--- src/rtl/cec_tx_pkg.sv ---
package cec_tx_pkg;
  localparam int TCNT_W = 7;
  localparam int BIT_TICKS = 48;
  localparam logic [TCNT_W-1:0] T_START_LOW = 7'd74;
  localparam logic [TCNT_W-1:0] T_START_END = 7'd89;
  localparam logic [TCNT_W-1:0] T_ZERO_LOW  = 7'd30;
  localparam logic [TCNT_W-1:0] T_ONE_LOW   = 7'd12;
  localparam logic [TCNT_W-1:0] T_SAMPLE    = 7'd21;
  localparam logic [TCNT_W-1:0] T_BIT_END   = 7'd47;
  localparam logic [3:0] IDX_EOM = 4'd8;
  localparam logic [3:0] IDX_ACK = 4'd9;

  typedef enum logic [1:0] {ST_IDLE, ST_START, ST_BIT} tx_state_e;
  typedef enum logic [1:0] {
    ERR_NONE = 2'd0, ERR_UNDERRUN = 2'd1, ERR_NACK = 2'd2, ERR_COLLIDE = 2'd3
  } tx_err_e;
endpackage

--- src/rtl/cec_tx_tick.sv ---
module cec_tx_tick #(
  parameter int CLKS_PER_TICK = 2
) (
  input  logic clk,
  input  logic rst_n,
  output logic tick
);
  localparam int W = (CLKS_PER_TICK > 1) ? $clog2(CLKS_PER_TICK) : 1;
  logic [W-1:0] cnt_q, cnt_d;

  always_comb begin
    tick  = (cnt_q == W'(CLKS_PER_TICK - 1));
    cnt_d = tick ? '0 : cnt_q + W'(1);
  end

  always_ff @(posedge clk or negedge rst_n) begin
    if (!rst_n) cnt_q <= '0;
    else        cnt_q <= cnt_d;
  end
endmodule

--- src/rtl/cec_tx_busfree.sv ---
module cec_tx_busfree
  import cec_tx_pkg::*;
#(
  parameter int FREE_W = 4
) (
  input  logic              clk,
  input  logic              rst_n,
  input  logic              tick,
  input  logic              line_raw,
  input  logic [FREE_W-1:0] free_periods,
  output logic              line_s,
  output logic              bus_free
);
  localparam int MAX_TICKS = ((1 << FREE_W) - 1) * BIT_TICKS;
  localparam int CNT_W = $clog2(MAX_TICKS + 1);

  logic [1:0]       sync_q;
  logic [CNT_W-1:0] idle_q, idle_d;
  logic [CNT_W-1:0] need;

  assign line_s = sync_q[1];

  always_comb begin
    need = CNT_W'(free_periods) * CNT_W'(BIT_TICKS);
    if (!line_s)                                   idle_d = '0;
    else if (tick && idle_q != CNT_W'(MAX_TICKS))  idle_d = idle_q + CNT_W'(1);
    else                                           idle_d = idle_q;
    bus_free = line_s && (idle_q >= need);
  end

  always_ff @(posedge clk or negedge rst_n) begin
    if (!rst_n) begin
      sync_q <= 2'b11;
      idle_q <= '0;
    end else begin
      sync_q <= {sync_q[0], line_raw};
      idle_q <= idle_d;
    end
  end
endmodule

--- src/rtl/cec_tx_buf.sv ---
module cec_tx_buf #(
  parameter int DATA_W = 8
) (
  input  logic              clk,
  input  logic              rst_n,
  input  logic              wr,
  input  logic [DATA_W-1:0] wdata,
  input  logic              weom,
  input  logic              take,
  output logic              full,
  output logic [DATA_W-1:0] rdata,
  output logic              reom
);
  logic              full_d;
  logic [DATA_W-1:0] data_d;
  logic              eom_d;
  logic              accept;

  always_comb begin
    accept = wr && !full;
    full_d = accept ? 1'b1 : (take ? 1'b0 : full);
    data_d = accept ? wdata : rdata;
    eom_d  = accept ? weom  : reom;
  end

  always_ff @(posedge clk or negedge rst_n) begin
    if (!rst_n) begin
      full  <= 1'b0;
      rdata <= '0;
      reom  <= 1'b0;
    end else begin
      full  <= full_d;
      rdata <= data_d;
      reom  <= eom_d;
    end
  end
endmodule

--- src/rtl/cec_tx.sv ---
module cec_tx
  import cec_tx_pkg::*;
#(
  parameter int CLKS_PER_TICK = 2,
  parameter int FREE_W = 4
) (
  input  logic              clk,
  input  logic              rst_n,
  input  logic              tx_start,
  input  logic [FREE_W-1:0] free_periods,
  input  logic              broadcast,
  input  logic              buf_wr,
  input  logic [7:0]        buf_data,
  input  logic              buf_eom,
  output logic              buf_full,
  input  logic              stat_clr,
  input  logic              cec_in,
  output logic              cec_drive_low,
  output logic              tx_enabled,
  output logic              rx_hold,
  output logic              irq_byte,
  output logic              irq_end,
  output logic              irq_err,
  output logic [1:0]        err_code,
  output logic              stat_byte,
  output logic              stat_end,
  output logic              stat_err
);
  logic tick, line_s, bus_free, take;
  logic [7:0] b_data;
  logic b_eom;

  cec_tx_tick #(.CLKS_PER_TICK(CLKS_PER_TICK)) u_tick (
    .clk(clk), .rst_n(rst_n), .tick(tick));

  cec_tx_busfree #(.FREE_W(FREE_W)) u_free (
    .clk(clk), .rst_n(rst_n), .tick(tick), .line_raw(cec_in),
    .free_periods(free_periods), .line_s(line_s), .bus_free(bus_free));

  cec_tx_buf #(.DATA_W(8)) u_buf (
    .clk(clk), .rst_n(rst_n), .wr(buf_wr), .wdata(buf_data), .weom(buf_eom),
    .take(take), .full(buf_full), .rdata(b_data), .reom(b_eom));

  tx_state_e state_q, state_d;
  logic en_q, en_d;
  logic [TCNT_W-1:0] t_q, t_d;
  logic [3:0] bit_q, bit_d;
  logic [7:0] shf_q, shf_d;
  logic eom_q, eom_d;
  tx_err_e err_q, err_d, abort_code;
  logic irqb_q, irqb_d, irqe_q, irqe_d, irqx_q, irqx_d;
  logic sb_q, sb_d, se_q, se_d, sx_q, sx_d;
  logic is_ack, is_eom_bit, cur_bit, load_req, abort;

  always_comb begin
    is_ack     = (bit_q == IDX_ACK);
    is_eom_bit = (bit_q == IDX_EOM);
    cur_bit    = is_ack ? 1'b1 : (is_eom_bit ? eom_q : shf_q[7]);
    cec_drive_low = ((state_q == ST_START) && (t_q < T_START_LOW)) ||
                    ((state_q == ST_BIT) && (t_q < (cur_bit ? T_ONE_LOW : T_ZERO_LOW)));
  end

  always_comb begin
    state_d = state_q; en_d = en_q; t_d = t_q; bit_d = bit_q;
    shf_d = shf_q; eom_d = eom_q; err_d = err_q;
    take = 1'b0; irqb_d = 1'b0; irqe_d = 1'b0; irqx_d = 1'b0;
    load_req = 1'b0; abort = 1'b0; abort_code = ERR_NONE;
    if (tx_start) en_d = 1'b1;
    case (state_q)
      ST_IDLE: begin
        if (en_q && bus_free && tick) begin
          state_d = ST_START;
          t_d     = '0;
          err_d   = ERR_NONE;
        end
      end
      ST_START: begin
        if (tick) begin
          if (t_q == T_START_END) load_req = 1'b1;
          else                    t_d = t_q + TCNT_W'(1);
        end
      end
      ST_BIT: begin
        if (tick) begin
          t_d = t_q + TCNT_W'(1);
          if (t_q == T_SAMPLE) begin
            if (is_ack) begin
              if (broadcast ? !line_s : line_s) begin
                abort = 1'b1; abort_code = ERR_NACK;
              end
            end else if (cur_bit && !line_s) begin
              abort = 1'b1; abort_code = ERR_COLLIDE;
            end
          end
          if (t_q == T_BIT_END) begin
            t_d = '0;
            if (is_ack) begin
              if (eom_q) begin
                state_d = ST_IDLE; en_d = 1'b0; irqe_d = 1'b1;
              end else begin
                load_req = 1'b1;
              end
            end else begin
              bit_d = bit_q + 4'd1;
              if (!is_eom_bit) shf_d = {shf_q[6:0], 1'b0};
            end
          end
        end
      end
      default: state_d = ST_IDLE;
    endcase
    if (load_req) begin
      if (buf_full) begin
        take = 1'b1; shf_d = b_data; eom_d = b_eom; irqb_d = 1'b1;
        state_d = ST_BIT; bit_d = '0; t_d = '0;
      end else begin
        abort = 1'b1; abort_code = ERR_UNDERRUN;
      end
    end
    if (abort) begin
      state_d = ST_IDLE; en_d = 1'b0; irqx_d = 1'b1; err_d = abort_code;
    end
    sb_d = irqb_d | (sb_q & ~stat_clr);
    se_d = irqe_d | (se_q & ~stat_clr);
    sx_d = irqx_d | (sx_q & ~stat_clr);
  end

  always_ff @(posedge clk or negedge rst_n) begin
    if (!rst_n) begin
      state_q <= ST_IDLE; en_q <= 1'b0; t_q <= '0; bit_q <= '0;
      shf_q <= '0; eom_q <= 1'b0; err_q <= ERR_NONE;
      irqb_q <= 1'b0; irqe_q <= 1'b0; irqx_q <= 1'b0;
      sb_q <= 1'b0; se_q <= 1'b0; sx_q <= 1'b0;
    end else begin
      state_q <= state_d; en_q <= en_d; t_q <= t_d; bit_q <= bit_d;
      shf_q <= shf_d; eom_q <= eom_d; err_q <= err_d;
      irqb_q <= irqb_d; irqe_q <= irqe_d; irqx_q <= irqx_d;
      sb_q <= sb_d; se_q <= se_d; sx_q <= sx_d;
    end
  end

  assign tx_enabled = en_q;
  assign rx_hold    = (state_q != ST_IDLE);
  assign irq_byte   = irqb_q;
  assign irq_end    = irqe_q;
  assign irq_err    = irqx_q;
  assign err_code   = err_q;
  assign stat_byte  = sb_q;
  assign stat_end   = se_q;
  assign stat_err   = sx_q;
endmodule

--- config.mk ---
export PLATFORM = sky130hd
export DESIGN_NAME = cec_tx
export DESIGN_NICKNAME = d
export VERILOG_FILES = /design/src/rtl/cec_tx_pkg.sv /design/src/rtl/cec_tx_tick.sv /design/src/rtl/cec_tx_busfree.sv /design/src/rtl/cec_tx_buf.sv /design/src/rtl/cec_tx.sv
export SDC_FILE = /design/constraint.sdc
export NUM_CORES = 1
export LEC_CHECK = 0
export BUFFER_PORTS_ARGS = -buffer_cell sky130_fd_sc_hd__buf_4
export CORE_MARGIN = 5
export CORE_UTILIZATION = 55
export DETAILED_ROUTE_END_ITERATION = 7
export PLACE_DENSITY = 0.76
export SYNTH_ARGS = -nofsm -noshare
export SYNTH_HDL_FRONTEND = slang
export SYNTH_HIERARCHICAL = 1
export SYNTH_SLANG_ARGS = --single-unit
--- constraint.sdc ---
create_clock -name clk -period 2.2 [get_ports clk]
set_input_delay 0.22 -clock clk [delete_from_list [all_inputs] [get_ports clk]]
set_output_delay 0.22 -clock clk [all_outputs]
set_load 0.01 [all_outputs]
==> results.md, run 1 <==
- The maximum number of pins on one net before global-route repair is 55.
- The final-report max-slew violation count was 0.
- In the post-synthesis netlist, the cell with the most instances is sky130_fd_sc_hd__dfrtp_1.
- The flow ran to the end, but the final reports show violations.
- The cell type with the highest occurrence count on the critical path is sky130_fd_sc_hd__ha_4.
- The kind of cell with the highest combined delay along the critical path is compound AO/OA/AOI/OAI gates.
- The number of endpoints with negative hold slack in the final report is 0.
- By count the netlist is led by sky130_fd_sc_hd__dfrtp_1, sky130_fd_sc_hd__nand2_1, sky130_fd_sc_hd__ha_1, sky130_fd_sc_hd__nor2_1.
- The library cell occupying the most area in the post-synthesis netlist is sky130_fd_sc_hd__dfrtp_1.
- The share of synthesized area in the top cell type comes to between 30% and 40%.
- Sequential cells were found to cover approximately two fifths of the synthesized design area.
- Along the worst hold path, the cell count comes to 2.
- The synthesis warning total is 6.
- Once routing completed, OpenROAD measured the worst setup slack at -276 ps.
- The number of enable-type register cells in the synthesized netlist is 0.
- The post-route netlist has 30.4% of its cells at a drive strength greater than 1.
- The number of clock sinks seen by CTS is 54.
- Synthesis produced a netlist with a net count of ~380.
- The global-route total usage across every layer is between 20% and 30%.
- Clock-pin slew was measured on the worst setup and hold paths at roughly 100 ps.
- The tightest min-delay check is of the in -> reg type.
- Hold is met by 128 ps.
- The total power is between 2 and 3 mW.
- Dividing the final minimum period by the clock period gives 113%.
- The width of the chip is 87.3 µm.
- Pin placement for this block handled 32 I/O pins.
- The final number of setup-violating endpoints is 1.
- The repair_antennas step left the layout with diodes totalling 0.
- The maximum frequency from static timing analysis is 0.404 GHz.
- The slowest stage of the critical path belongs to the cell sky130_fd_sc_hd__dfrtp_1.
- The pre-CTS setup slack is -486 ps.
- The count of buffer and inverter cells on the critical path is 2.
- Dividing total power by cell area gives a power density of between 700 and 800 nW/µm².
- For the worst flop-to-flop path, the logic depth is 7.
- The max capacitance violation total is 0.
- The maximum level of the CTS H-tree is 2.
- The per-cell via count in the routed design is between 5 and 6.
- The number of buffers inserted during clock tree synthesis is 5.
- The layout overhead on the synthesized area is 24.6%.
- After synthesis, the share of flip-flops with an asynchronous set or reset is 100%.
- The layout filler cell count is ~440.
- The critical setup path kind is reg -> out.
- Dividing the detail-routed wire length by the instance count gives roughly 16 µm.
- A synthesized cell averages a little under 10 µm².
- The number of port buffers is 31.
- After global routing the overflow that remains totals 0.
- The count of state elements after synthesis is between 50 and 60.
- Across the routed clock network, the largest skew measured is between 15 and 20 ps.
- The worst-case IR drop observed on VDD is roughly 0.4 mV.
- The weighted congestion at the end of routability-driven global placement is roughly 0.96.
- Clock latency on the worst-skew pair, taken at its later pin, is approximately 320 ps.
- The length of the first detailed-routing pass in iterations is 4.
- The depth of the critical timing path with buffers and inverters included is 9.
- The number of unique standard cell types used by synthesis is 64.
- The die area is roughly 7600 µm².
- In this run, the number of DRC markers left after iteration 0 of detailed routing was about 220.
- The worst setup path is launched from a flop.
- The area of the core is around 5900 µm².
- The worst pin sits at a relative slew slack of between 50% and 60%.
- The HPWL after detailed placement is roughly 5.4 mm.
- The primary flip-flop cell chosen by synthesis mapping is sky130_fd_sc_hd__dfrtp_1.
- The leakage power is 1.91 nW.
- Walking the worst path, the cells encountered are inv_2 > ha_4 > or2_4 > a21oi_4 > nor2_4 > ha_4 > o2111ai_2 > a22o_1 > buf_6.
- At the worst endpoint, the arrival time is about 2300 ps.
- In the final timing run, aggregate negative setup slack is -276 ps.
- STA puts the critical path data required time at roughly 2000 ps.
- The element type at the critical path end is a primary output.
- The first global-routing pass estimated about 13 mm of wire.
- For this run, design rule violations remaining after detail routing come to 0.
- The delay contributed by the slowest stage of the critical path is 450 ps.
- The number of rows in the core area is 28.
- After detailed routing, the total wire length is approximately 7.7 mm.
- The worst-margin pin slew is about 660 ps.
- The longest clock path from root to sink contains 2 buffers.
- The die span in y is around 87 µm.
- The cell area that synthesis handed to floorplanning was about 3300 µm².
- Setup repair after global routing could not meet its margin everywhere.
- After synthesis, the cell types taking the most area are sky130_fd_sc_hd__dfrtp_1, sky130_fd_sc_hd__ha_1, sky130_fd_sc_hd__mux2_4.
- The number of global-route vias before repair is roughly 2.7k.
- The clock root buffer is sky130_fd_sc_hd__clkbuf_8.
- TritonCTS built the clock tree.
- The initial utilization of the core area, before any placement, comes to a little under three fifths.
- The detailed router placed roughly 2.8k vias in this run.
- The number of antenna violations at the first check in global routing is 0.
- The checks that failed: negative setup slack.
- The shortest clock period the worst path allows after layout is 2480 ps.
- Synthesis produced a netlist whose cell count is about 330.
- The net total in the final layout is approximately 430.
- The post-route antenna net violation count is 0.
- Along the worst path, the maximum fanout reaches 3.
## through the flow
stage               cells  area, µm²  utilization, %
finish                466       4100            70.1
global route          466       4100            70.1
CTS                   465       3970            67.9
detailed placement    451       3750            64.1
global placement      451       3750            64.1
floorplan             334       3310               -
## state kept, by name, summed over array words and instances, names as in the netlist, 2 cells and up
name / flops
u_buf/rdata: 8
bit_q: 4
shf_q: 8
err_code: 2
u_free/idle_q: 10
state_q: 2
u_free/sync_q: 2
t_q: 7
## cell type report
cell class	instances	area, µm²	share of cell area [%]
clock buffer	5	68.8	1.68
clock inverter	3	22.5	0.549
inverter	19	71.3	1.74
multi-input combinational	247	1990	48.6
sequential	54	1350	33.0
tap	75	93.8	2.29
timing repair buffer	63	497	12.1
## where the power goes
group          internal, mW  switching (mW)  leakage (nW)
combinational         0.548           0.533          1.16
clock                 0.231           0.354        0.0489
sequential             1.12           0.183         0.696
## path summary, 6_finish.rpt
kind                                   from               end  slack, ps
max in group asynchronous             rst_n  u_free/idle_q[6]       1280
max                                bit_q[0]     cec_drive_low       -280
min reg2reg                u_free/sync_q[0]  u_free/sync_q[1]        360
min in group asynchronous             rst_n          shf_q[6]        480
min                             buf_data[7]    u_buf/rdata[7]        130
max reg2reg                          t_q[1]          stat_err        170
## layer usage
layer,vias up,part of all wire (%),GRT usage (%)
met3,12,5.7,4.07
met1,1351,45,30.1
li1,1331,-,-
met2,98,48,34.5
met4,0,1.4,6.14
met5,-,0,0
## layout by cell type (no fill, tap or decap), types with 3 or more instances in the layout
master	count
sky130_fd_sc_hd__or4_1	3
sky130_fd_sc_hd__xnor2_1	4
sky130_fd_sc_hd__a21o_1	4
sky130_fd_sc_hd__o211ai_1	3
sky130_fd_sc_hd__buf_4	56
sky130_fd_sc_hd__a21oi_1	12
sky130_fd_sc_hd__nor2_1	21
sky130_fd_sc_hd__nand3_1	12
sky130_fd_sc_hd__nor2b_1	3
sky130_fd_sc_hd__o21a_1	4
sky130_fd_sc_hd__mux2i_1	10
sky130_fd_sc_hd__inv_1	16
sky130_fd_sc_hd__o31ai_1	3
sky130_fd_sc_hd__a22oi_1	3
sky130_fd_sc_hd__or3_1	3
sky130_fd_sc_hd__inv_2	3
sky130_fd_sc_hd__dfrtp_1	52
sky130_fd_sc_hd__nand4_1	9
sky130_fd_sc_hd__nand2b_1	5
sky130_fd_sc_hd__clkbuf_8	5
sky130_fd_sc_hd__nor3_1	6
sky130_fd_sc_hd__nand3b_1	4
sky130_fd_sc_hd__mux2_4	9
sky130_fd_sc_hd__ha_4	6
sky130_fd_sc_hd__o21ai_0	17
sky130_fd_sc_hd__buf_6	5
sky130_fd_sc_hd__nand2_1	30
sky130_fd_sc_hd__ha_1	14
## kinds of logic after synthesis
kind of cell	share of synthesized area [%]
XOR/XNOR	1.60
adder cells (fa/ha/maj)	8.98
AO/OA/AOI/OAI	14.9
multiplexers	7.49
flip-flops	41.2
buffers and inverters	4.49
AND/OR/NAND/NOR	21.4
## repair_timing
action | CTS | global route
hold buffers | 2 | 0
pin swaps | 16 | 19
gates resized for setup | 16 | 23
endpoints found under the hold margin | 53 | 0
setup buffers | 4 | 1
setup endpoints to repair | 5 | 18
(Power assumes the default switching activity.)
==> run 2, diff against run 1 <==
--- a/config.mk
+++ b/config.mk
@@ -12,5 +12,4 @@
 export PLACE_DENSITY = 0.76
 export SYNTH_ARGS = -nofsm -noshare
 export SYNTH_HDL_FRONTEND = slang
-export SYNTH_HIERARCHICAL = 1
 export SYNTH_SLANG_ARGS = --single-unit
==> run 2 against run 1 <==
  * The run still ends with negative setup slack left
  * Cell area is 2.7% lower
  * Wire length shrank 7.0%
  * Critical path type unchanged
  * Synthesized cell count increased by 3.3%
==> results.md, run 2 <==
- The power density over the cells is 563 nW/µm² (-22%).
- The proportion of synthesized chip area in sequential cells is 41.0% (-0.19 points).
- The clock group share of total power is 25.0% (+5.3 points).
- The proportion of synthesized flip-flops having asynchronous set or reset is 100% (unchanged).
- The initial core utilization is 56.1% (-0.080 points).
- The final instance count without filler cells is 482 (+3.4%).
- The antenna diode count came to 0 (unchanged).
- The clock latency at the later pin of the worst-skew pair is 310 ps (about the same).
- Counting instances in the post-synthesis netlist gives the leading cell types as sky130_fd_sc_hd__dfrtp_1, sky130_fd_sc_hd__nor2_1, sky130_fd_sc_hd__inv_1.
- The checks that failed: negative setup slack.
- Setup repair after global routing could not meet its margin everywhere.
- The half-perimeter wire length of the detailed placement result came to 5.23 mm (-2.6%).
- The worst hold margin is 106 ps (-21.4 ps).
- The delay contributed by the slowest stage of the critical path is 420 ps (-30 ps).
- The largest driver fanout on the critical path is 4 (+1).
- The final-report max-slew violation count is 0 (unchanged).
- The largest registers in the layout are u_free.idle_q: 10 flops, shf_q: 8 flops, u_buf.rdata: 8 flops.
- The category of the worst setup path launch point is a flop.
- The length of the first detailed-routing pass in iterations is 4 (unchanged).
- The layout filler cell count is 469 (+7.3%).
- The data required time at the worst endpoint came to 1980 ps (about the same).
- The most used flip-flop cell after synthesis is sky130_fd_sc_hd__dfrtp_1.
- The area of the multi-input gates is 1850 µm² (-7.3%).
- The area taken by flip-flops and latches is 1350 µm² (unchanged).
- The worst-case clock skew was 4.45 ps (-14.7 ps).
- Relative to the synthesized area, the layout overhead comes to 20.6%.
- The flow ran to the end, but the final reports show violations.
- The count of vias placed by the detailed router is 2744 (-1.7%).
- The switching component of the power is 0.667 mW (-38%).
- The number of global-route vias before repair came to 2696 (-1.0%).
- The maximum number of pins on one net before global-route repair is 55 (unchanged).
- The dominant cell by count in the synthesized netlist is sky130_fd_sc_hd__dfrtp_1.
- The first-pass GRT wire length is 12.4 mm (-5.5%).
- The net switching share of the total power is 29.7% (-6.4 points).
- The post-route antenna net violation count is 0 (unchanged).
- The maximum level of the CTS H-tree was 2 (unchanged).
- The number of enable-type register cells in the synthesized netlist was 0 (unchanged).
- The maximum frequency from static timing analysis is 0.387 GHz (-4.3%).
- By area the synthesized netlist is led by sky130_fd_sc_hd__dfrtp_1, sky130_fd_sc_hd__ha_1, sky130_fd_sc_hd__nor2_1.
- The leakage power was 1.89 nW (-0.66%).
- The relative contribution of sequential cells to total power is 50.2% (+6.4 points).
- The critical path in this run is classified as reg -> out.
- The weighted congestion at the end of routability-driven global placement came to 0.884 (-7.6%).
- The area of the core came to 5890 µm² (+0.60%).
- The net count after synthesis is 388 (+2.9%).
- The cell area after technology mapping is 3300 µm² (+0.46%).
- The net total in the final layout came to 449 (+3.7%).
- The fraction of final layout cells sized beyond drive strength 1 was 25.3% (-5.1 points).
- The count of state elements after synthesis is 54 (unchanged).
- Ranked by flip-flop count, first place goes to u_free.idle_q.
- The number of port buffers is 31 (unchanged).
- The width of the chip is 87.5 µm (+0.20%).
- The worst-margin pin slew was 680 ps (+16.8 ps).
- The cell family contributing the most delay on the critical path is simple AND/OR/NAND/NOR gates.
- Walking the worst path, the cells encountered are inv_1 > ha_1 > nand3b_1 > or3_4 > and2_4 > ha_1 > o2111a_1 > o32ai_2 > buf_4.
- The worst setup slack after layout was -387 ps (-111 ps).
- The shortest clock period the worst path allows after layout is 2590 ps (+111 ps).
- The mean routed wirelength per cell is 14.8 µm (-10%).
- The max capacitance violation total is 0 (unchanged).
- The global-route total usage across every layer is 20.4% (-1.2 points).
- For this design, the slowest cell found on the critical path is sky130_fd_sc_hd__dfrtp_1.
- The number of endpoints with negative hold slack in the final report was 0 (unchanged).
- The die area came to 7660 µm² (+0.40%).
- The synthesis warning total is 0 (-6).
- The number of flip-flops under the largest register name came to 10 (unchanged).
- The arrival time reported for the critical path endpoint is 2370 ps (+110 ps).
- The area fraction of the dominant cell type after synthesis is 39.4% (-0.18 points).
- The post-detailed-route DRC marker count is 0 (unchanged).
- The combinational group share of total power came to 24.8% (-12 points).
- The DRC violation total after the first TritonRoute iteration is 163 (-25%).
- The instance count of the mapped netlist is 345 (+3.3%).
- The final number of setup-violating endpoints is 1 (unchanged).
- sky130_fd_sc_hd__dfrtp_1 takes more of the synthesized area than any other cell.
- The total placed cells including tap cells is 468 (+3.8%).
- The number of antenna violations at the first check in global routing is 0 (unchanged).
- The number of buffers inserted during clock tree synthesis is 5 (unchanged).
- The fraction of the cycle the final worst path needs is 118% (+5.0 points).
- The number of rows in the core area is 28 (unchanged).
- The number of top-level pins is 32 (unchanged).
- The worst min-delay path category is in -> reg.
- The worst-case vdd ir drop is 0.386 mV (-5.9%).
- The global-route congestion overflow total is 0 (unchanged).
- The per-cell via count in the routed design is 5.69 (-5.0%).
- The maximum clock insertion buffer count came to 2 (unchanged).
- The clock root buffer is sky130_fd_sc_hd__clkbuf_8.
- The synthesized area per cell is 9.58 µm² (-2.7%).
- The most common library cell in the layout ignoring fill and taps is sky130_fd_sc_hd__buf_4.
- The element type at the critical path end is a primary output.
- The die span in y is 87.5 µm (+0.20%).
- The design internal power came to 1.58 mW (-17%).
- The count of buffer and inverter cells on the critical path came to 2 (unchanged).
- The number of unique standard cell types used by synthesis is 64 (unchanged).
- TritonCTS built the clock tree.
- The number of clock sinks seen by CTS is 54 (unchanged).
- The cell type with the highest occurrence count on the critical path is sky130_fd_sc_hd__ha_1.
- The worst-case headroom to the max-slew limit is 54.6% (-1.1 points).
- The final wirelength is 7.14 mm (-7.0%).
- In the layout the commonest cells are sky130_fd_sc_hd__buf_4, sky130_fd_sc_hd__dfrtp_1, sky130_fd_sc_hd__nor2_1.
- The clock slew at the register clock pins of the worst setup and hold paths is 100 ps (about the same).
==> run 2: changes by cell type in the layout (fill, tap and decap cells not counted), sizes merged, moves of 4 or more <==
cell,previous run,this run
xnor2,5,10
a21oi,15,21
inv,21,25
nand2,32,15
nand3,13,8
and2,2,11
buf,61,65
nor2,22,42
a31oi,3,7
==> run 2: layout make-up <==
| type | instances | share of cell area, % |
|---|---|---|
| Multi-Input combinational cell | 253 | 46.3 |
| Clock inverter | 2 | 0.439 |
| Clock buffer | 6 | 1.82 |
| Timing Repair Buffer | 67 | 12.7 |
| Tap cell | 75 | 2.35 |
| Inverter | 25 | 2.35 |
| Sequential cell | 54 | 34.0 |
==> run 2: through the flow <==
step | setup TNS [ps] | power [mW] | cell area, µm² | setup WS, ps | utilization, %
after floorplan | 0 | 1.44 | 3300 | 2.64 | -
after global placement | -2950 | 1.63 | 3790 | -439 | 64.3
after detailed placement | -3660 | 1.64 | 3790 | -521 | 64.3
after CTS | -405 | 2.22 | 3900 | -405 | 66.3
after global routing | -732 | 2.39 | 3990 | -484 | 67.7
final | -387 | 2.25 | 3990 | -387 | 67.7
==> run 2: cell families (layout without fill, tap and decap cells) <==
logic type	Yosys count	in the layout	share of synthesized area [%]
simple gates	125	125	20.8
compound gates	73	73	14.5
flops	54	54	41.0
buf+inv	38	100	5.15
fa+ha+maj	23	23	8.94
mux	19	19	6.21
xor+xnor	13	13	3.45
==> run 2: worst reg2reg max path, cell delays in order, from the launching register on <==
cell and delay [ps]:
sky130_fd_sc_hd__dfrtp_1 460, sky130_fd_sc_hd__inv_1 80, sky130_fd_sc_hd__ha_1 240, sky130_fd_sc_hd__nand4b_4 130, sky130_fd_sc_hd__or3_4 370, sky130_fd_sc_hd__a211o_2 380, sky130_fd_sc_hd__buf_4 200, sky130_fd_sc_hd__nor2_1 100
sky130_fd_sc_hd__a21oi_1 50
==> run 2: path summary, 6_finish.rpt <==
| check | start | end | slack [ps] | cells after the start |
|---|---|---|---|---|
| worst max-delay path | bit_q[0] | cec_drive_low | -390 | 9 |
| worst min-delay path | buf_data[0] | u_buf.rdata[0] | 110 | 3 |
| worst max register to register | t_q[1] | shf_q[3] | 80 | 8 |
| min in group asynchronous | rst_n | stat_end | 510 | 2 |
| max in group asynchronous | rst_n | t_q[0] | 1260 | 2 |
| worst min register to register | u_free.sync_q[0] | u_free.sync_q[1] | 360 | 0 |
==> run 2: what timing repair did <==
action,4_1_cts,5_1_grt
setup endpoints to repair,7,19
buffers inserted,0,4
hold buffers,1,1
pin swaps,0,9
resized for setup,3,13
hold endpoints to repair,52,1
==> run 2: power groups by stage <==
stage / Sequential (mW) / Combinational (mW) / Clock (mW)
2_1_floorplan: 1.11 / 0.330 / 0
3_3_place_gp: 1.14 / 0.491 / 0
3_5_place_dp: 1.14 / 0.506 / 0
4_1_cts: 1.12 / 0.521 / 0.582
5_1_grt: 1.14 / 0.623 / 0.629
6_report: 1.13 / 0.558 / 0.561
==> run 2: metal layers <==
metal  global-route usage (%)  share of wire (%)  up-vias
met5                        0                  0        -
met4                     7.11                1.6        0
met3                     3.78                5.4       11
met2                     33.0                 48       67
met1                     27.5                 45     1319
li1                         -                  -     1347
==> run 3, diff against run 2 <==
--- a/config.mk
+++ b/config.mk
@@ -7,9 +7,9 @@
 export LEC_CHECK = 0
 export BUFFER_PORTS_ARGS = -buffer_cell sky130_fd_sc_hd__buf_4
 export CORE_MARGIN = 5
-export CORE_UTILIZATION = 55
+export CORE_UTILIZATION = 54
 export DETAILED_ROUTE_END_ITERATION = 7
-export PLACE_DENSITY = 0.76
+export PLACE_DENSITY = 0.78
 export SYNTH_ARGS = -nofsm -noshare
 export SYNTH_HDL_FRONTEND = slang
 export SYNTH_SLANG_ARGS = --single-unit
==> constraint.sdc (replaced) <==
create_clock -name clk -period 2.1 [get_ports clk]
set_input_delay 0.21 -clock clk [delete_from_list [all_inputs] [get_ports clk]]
set_output_delay 0.21 -clock clk [all_outputs]
set_load 0.01 [all_outputs]
==> run 3 against run 2 <==
  * Register-to-register slack worse by 40 ps
  * Sequential power is 6% higher
  * The run still ends with negative setup slack left
  * Die area is 1.6% higher
  * Hold slack better by 13 ps
==> results.md, run 3 (synthesis gave the netlist of run 2 again) <==
- The maximum frequency from static timing analysis is between 0.3 and 0.4 GHz.
- The number of top-level pins is 32 (unchanged).
- The layout filler cell count is 447 (-4.7%).
- The half-perimeter wire length of the detailed placement result is 5.62 mm (+7.3%).
- In the layout the commonest cells are sky130_fd_sc_hd__buf_4, sky130_fd_sc_hd__dfrtp_1, sky130_fd_sc_hd__nor2_1.
- The number of buffers inserted during clock tree synthesis is 5 (unchanged).
- The per-cell via count in the routed design is 5.64 (-0.91%).
- The mean routed wirelength per cell is 15.4 µm (+3.7%).
- Counting I/O delays and the setup requirement, the final critical path takes roughly 2600 ps.
- The number of clock sinks seen by CTS is 54 (unchanged).
- The maximum number of pins on one net before global-route repair was 55 (unchanged).
- The number of antenna violations at the first check in global routing came to 0 (unchanged).
- The maximum clock insertion buffer count was 2 (unchanged).
- The max capacitance violation total is 0 (unchanged).
- The element type at the critical path end is a primary output.
- The antenna diode count was 0 (unchanged).
- The clock latency at the later pin of the worst-skew pair is 320 ps (about the same).
- The worst setup path is of the reg -> out kind.
- The global-route congestion overflow total is 0 (unchanged).
- In the final layout, the registers with the most flip-flops are u_free.idle_q: 10 flops, shf_q: 8 flops, u_buf.rdata: 8 flops.
- The worst-case vdd ir drop is 0.474 mV (+23%).
- The worst-case clock skew came to 16.0 ps (+11.5 ps).
- The global-route met1 utilization came to 26.8% (-0.68 points).
- The die span in y came to 88.2 µm (+0.82%).
- The leakage power is 1.97 nW (+4.0%).
- The worst min-delay path category is in -> reg.
- Leaving out fill and tap cells, the most frequent cell in the layout is sky130_fd_sc_hd__buf_4.
- The DRC violation total after the first TritonRoute iteration is 188 (+15%).
- The fraction of met2 tracks used by global routing is 34.2% (+1.2 points).
- The final number of setup-violating endpoints came to 1 (unchanged).
- The number of global-route vias before repair is 2750 (+2.0%).
- The power density over the cells is 596 nW/µm² (+5.8%).
- The count of vias placed by the detailed router came to 2781 (+1.3%).
- TritonCTS built the clock tree.
- The global-route total usage across every layer was 20.5% (+0.055 points).
- The final reports fail on negative setup slack.
- The category of the worst setup path launch point is a flop.
- The clock slew at the register clock pins of the worst setup and hold paths is 100 ps (about the same).
- The area of the core is 5920 µm² (+0.60%).
- The final-report max-slew violation count is 0 (unchanged).
- The initial core utilization came to 55.8% (-0.33 points).
- The clock root buffer is sky130_fd_sc_hd__clkbuf_8.
- The final wirelength is 7.58 mm (+6.1%).
- The area of the multi-input gates was 1940 µm² (+4.9%).
- The area taken by flip-flops and latches was 1350 µm² (unchanged).
- The met3 track demand over resource in global routing was 4.10% (+0.31 points).
- The maximum level of the CTS H-tree is 2 (unchanged).
- The layer flagged by global routing as most heavily used is met2.
- The total power came to 2.51 mW (+12%).
- The number of port buffers is 31 (unchanged).
- The fraction of final layout cells sized beyond drive strength 1 is 30.4% (+5.1 points).
- The largest driver fanout on the critical path is 4 (unchanged).
- The number of rows in the core area was 28 (unchanged).
- The width of the chip came to 88.2 µm (+0.82%).
- The die area is 7780 µm² (+1.6%).
- The net total in the final layout is 460 (+2.4%).
- The worst-case headroom to the max-slew limit came to 55.5% (+0.85 points).
- The flow ran to the end, but the final reports show violations.
- The number of flip-flops under the largest register name is 10 (unchanged).
- The final standard cell utilization of the core came to 71.0% (+3.3 points).
- The number of endpoints with negative hold slack in the final report was 0 (unchanged).
- Setup repair after global routing could not meet its margin everywhere.
- The fraction of the cycle the final worst path needs is 125%.
- The post-detailed-route DRC marker count is 0 (unchanged).
- The arrival time reported for the critical path endpoint is 2420 ps (+50 ps).
- The weighted congestion at the end of routability-driven global placement is 0.886 (+0.29%).
- The first-pass GRT wire length is 12.4 mm (+0.44%).
- From synthesis to final layout, the design area changed by 27.2%.
- The post-route antenna net violation count came to 0 (unchanged).
- The worst setup slack after layout is -530 ps (-143 ps).
- The register with the most flip-flops is u_free.idle_q.
- The data required time at the worst endpoint is 1890 ps (-90 ps).
- The length of the first detailed-routing pass in iterations is 4 (unchanged).
- The worst-margin pin slew is 668 ps (-12.8 ps).
[run 3: per-layer routing]
| metal | wire (µm) | part of all wire [%] |
|---|---|---|
| met4 | 108 | 1.4 |
| met1 | 3410 | 45 |
| met5 | 0 | 0 |
| met2 | 3690 | 49 |
| met3 | 367 | 4.8 |
[run 3: power by group]
group	switching, mW	internal (mW)
registers	0.0989	1.10
clock network	0.362	0.362
logic	0.272	0.311
[run 3: through the flow]
step	cell area [µm²]	setup TNS, ps	setup WS [ps]	hold slack (ps)	instances
finish	4200	-530	-530	119	493
global route	4200	-1470	-670	106	493
CTS	4030	-538	-538	107	489
detailed placement	3880	-2600	-279	297	479
global placement	3880	-1770	-198	291	479
floorplan	3320	0	9.50	-85.6	345
[run 3: timing repair]
item | in CTS | in global routing
endpoints found under the hold margin | 53 | 0
gates resized for setup | 3 | 28
gates cloned | 0 | 0
hold buffers | 2 | 0
pin swaps | 0 | 20
endpoints found under the setup margin | 5 | 24
setup buffers | 0 | 5
[run 3: worst max-delay path, cell delays in order (launching register included)]
cell and delay [ps]:
sky130_fd_sc_hd__dfrtp_1 430, sky130_fd_sc_hd__inv_1 80, sky130_fd_sc_hd__ha_2 170, sky130_fd_sc_hd__nand3b_1 100, sky130_fd_sc_hd__or3_4 380, sky130_fd_sc_hd__and2_4 190, sky130_fd_sc_hd__buf_6 110, sky130_fd_sc_hd__o2111a_1 230
sky130_fd_sc_hd__o32ai_2 250, sky130_fd_sc_hd__buf_4 160
[run 3: layout make-up]
cell class	instances	area share [%]
clock inverters	3	1.13
inverters	25	2.32
multi-input cells	253	46.1
flip-flops and latches	54	32.2
clock buffers	5	1.64
well taps	75	2.23
repair buffers	78	14.4
[run 3: final timing paths]
check | cells past startpoint | slack (ps) | to | from
setup reg to reg | 8 | 40 | shf_q[3] | t_q[1]
hold / removal | 2 | 120 | u_buf.rdata[5] | buf_data[5]
hold reg to reg | 0 | 360 | u_free.sync_q[1] | u_free.sync_q[0]
max in group asynchronous | 2 | 1190 | u_free.idle_q[7] | rst_n
min in group asynchronous | 2 | 450 | t_q[2] | rst_n
setup / recovery | 9 | -530 | cec_drive_low | bit_q[0]
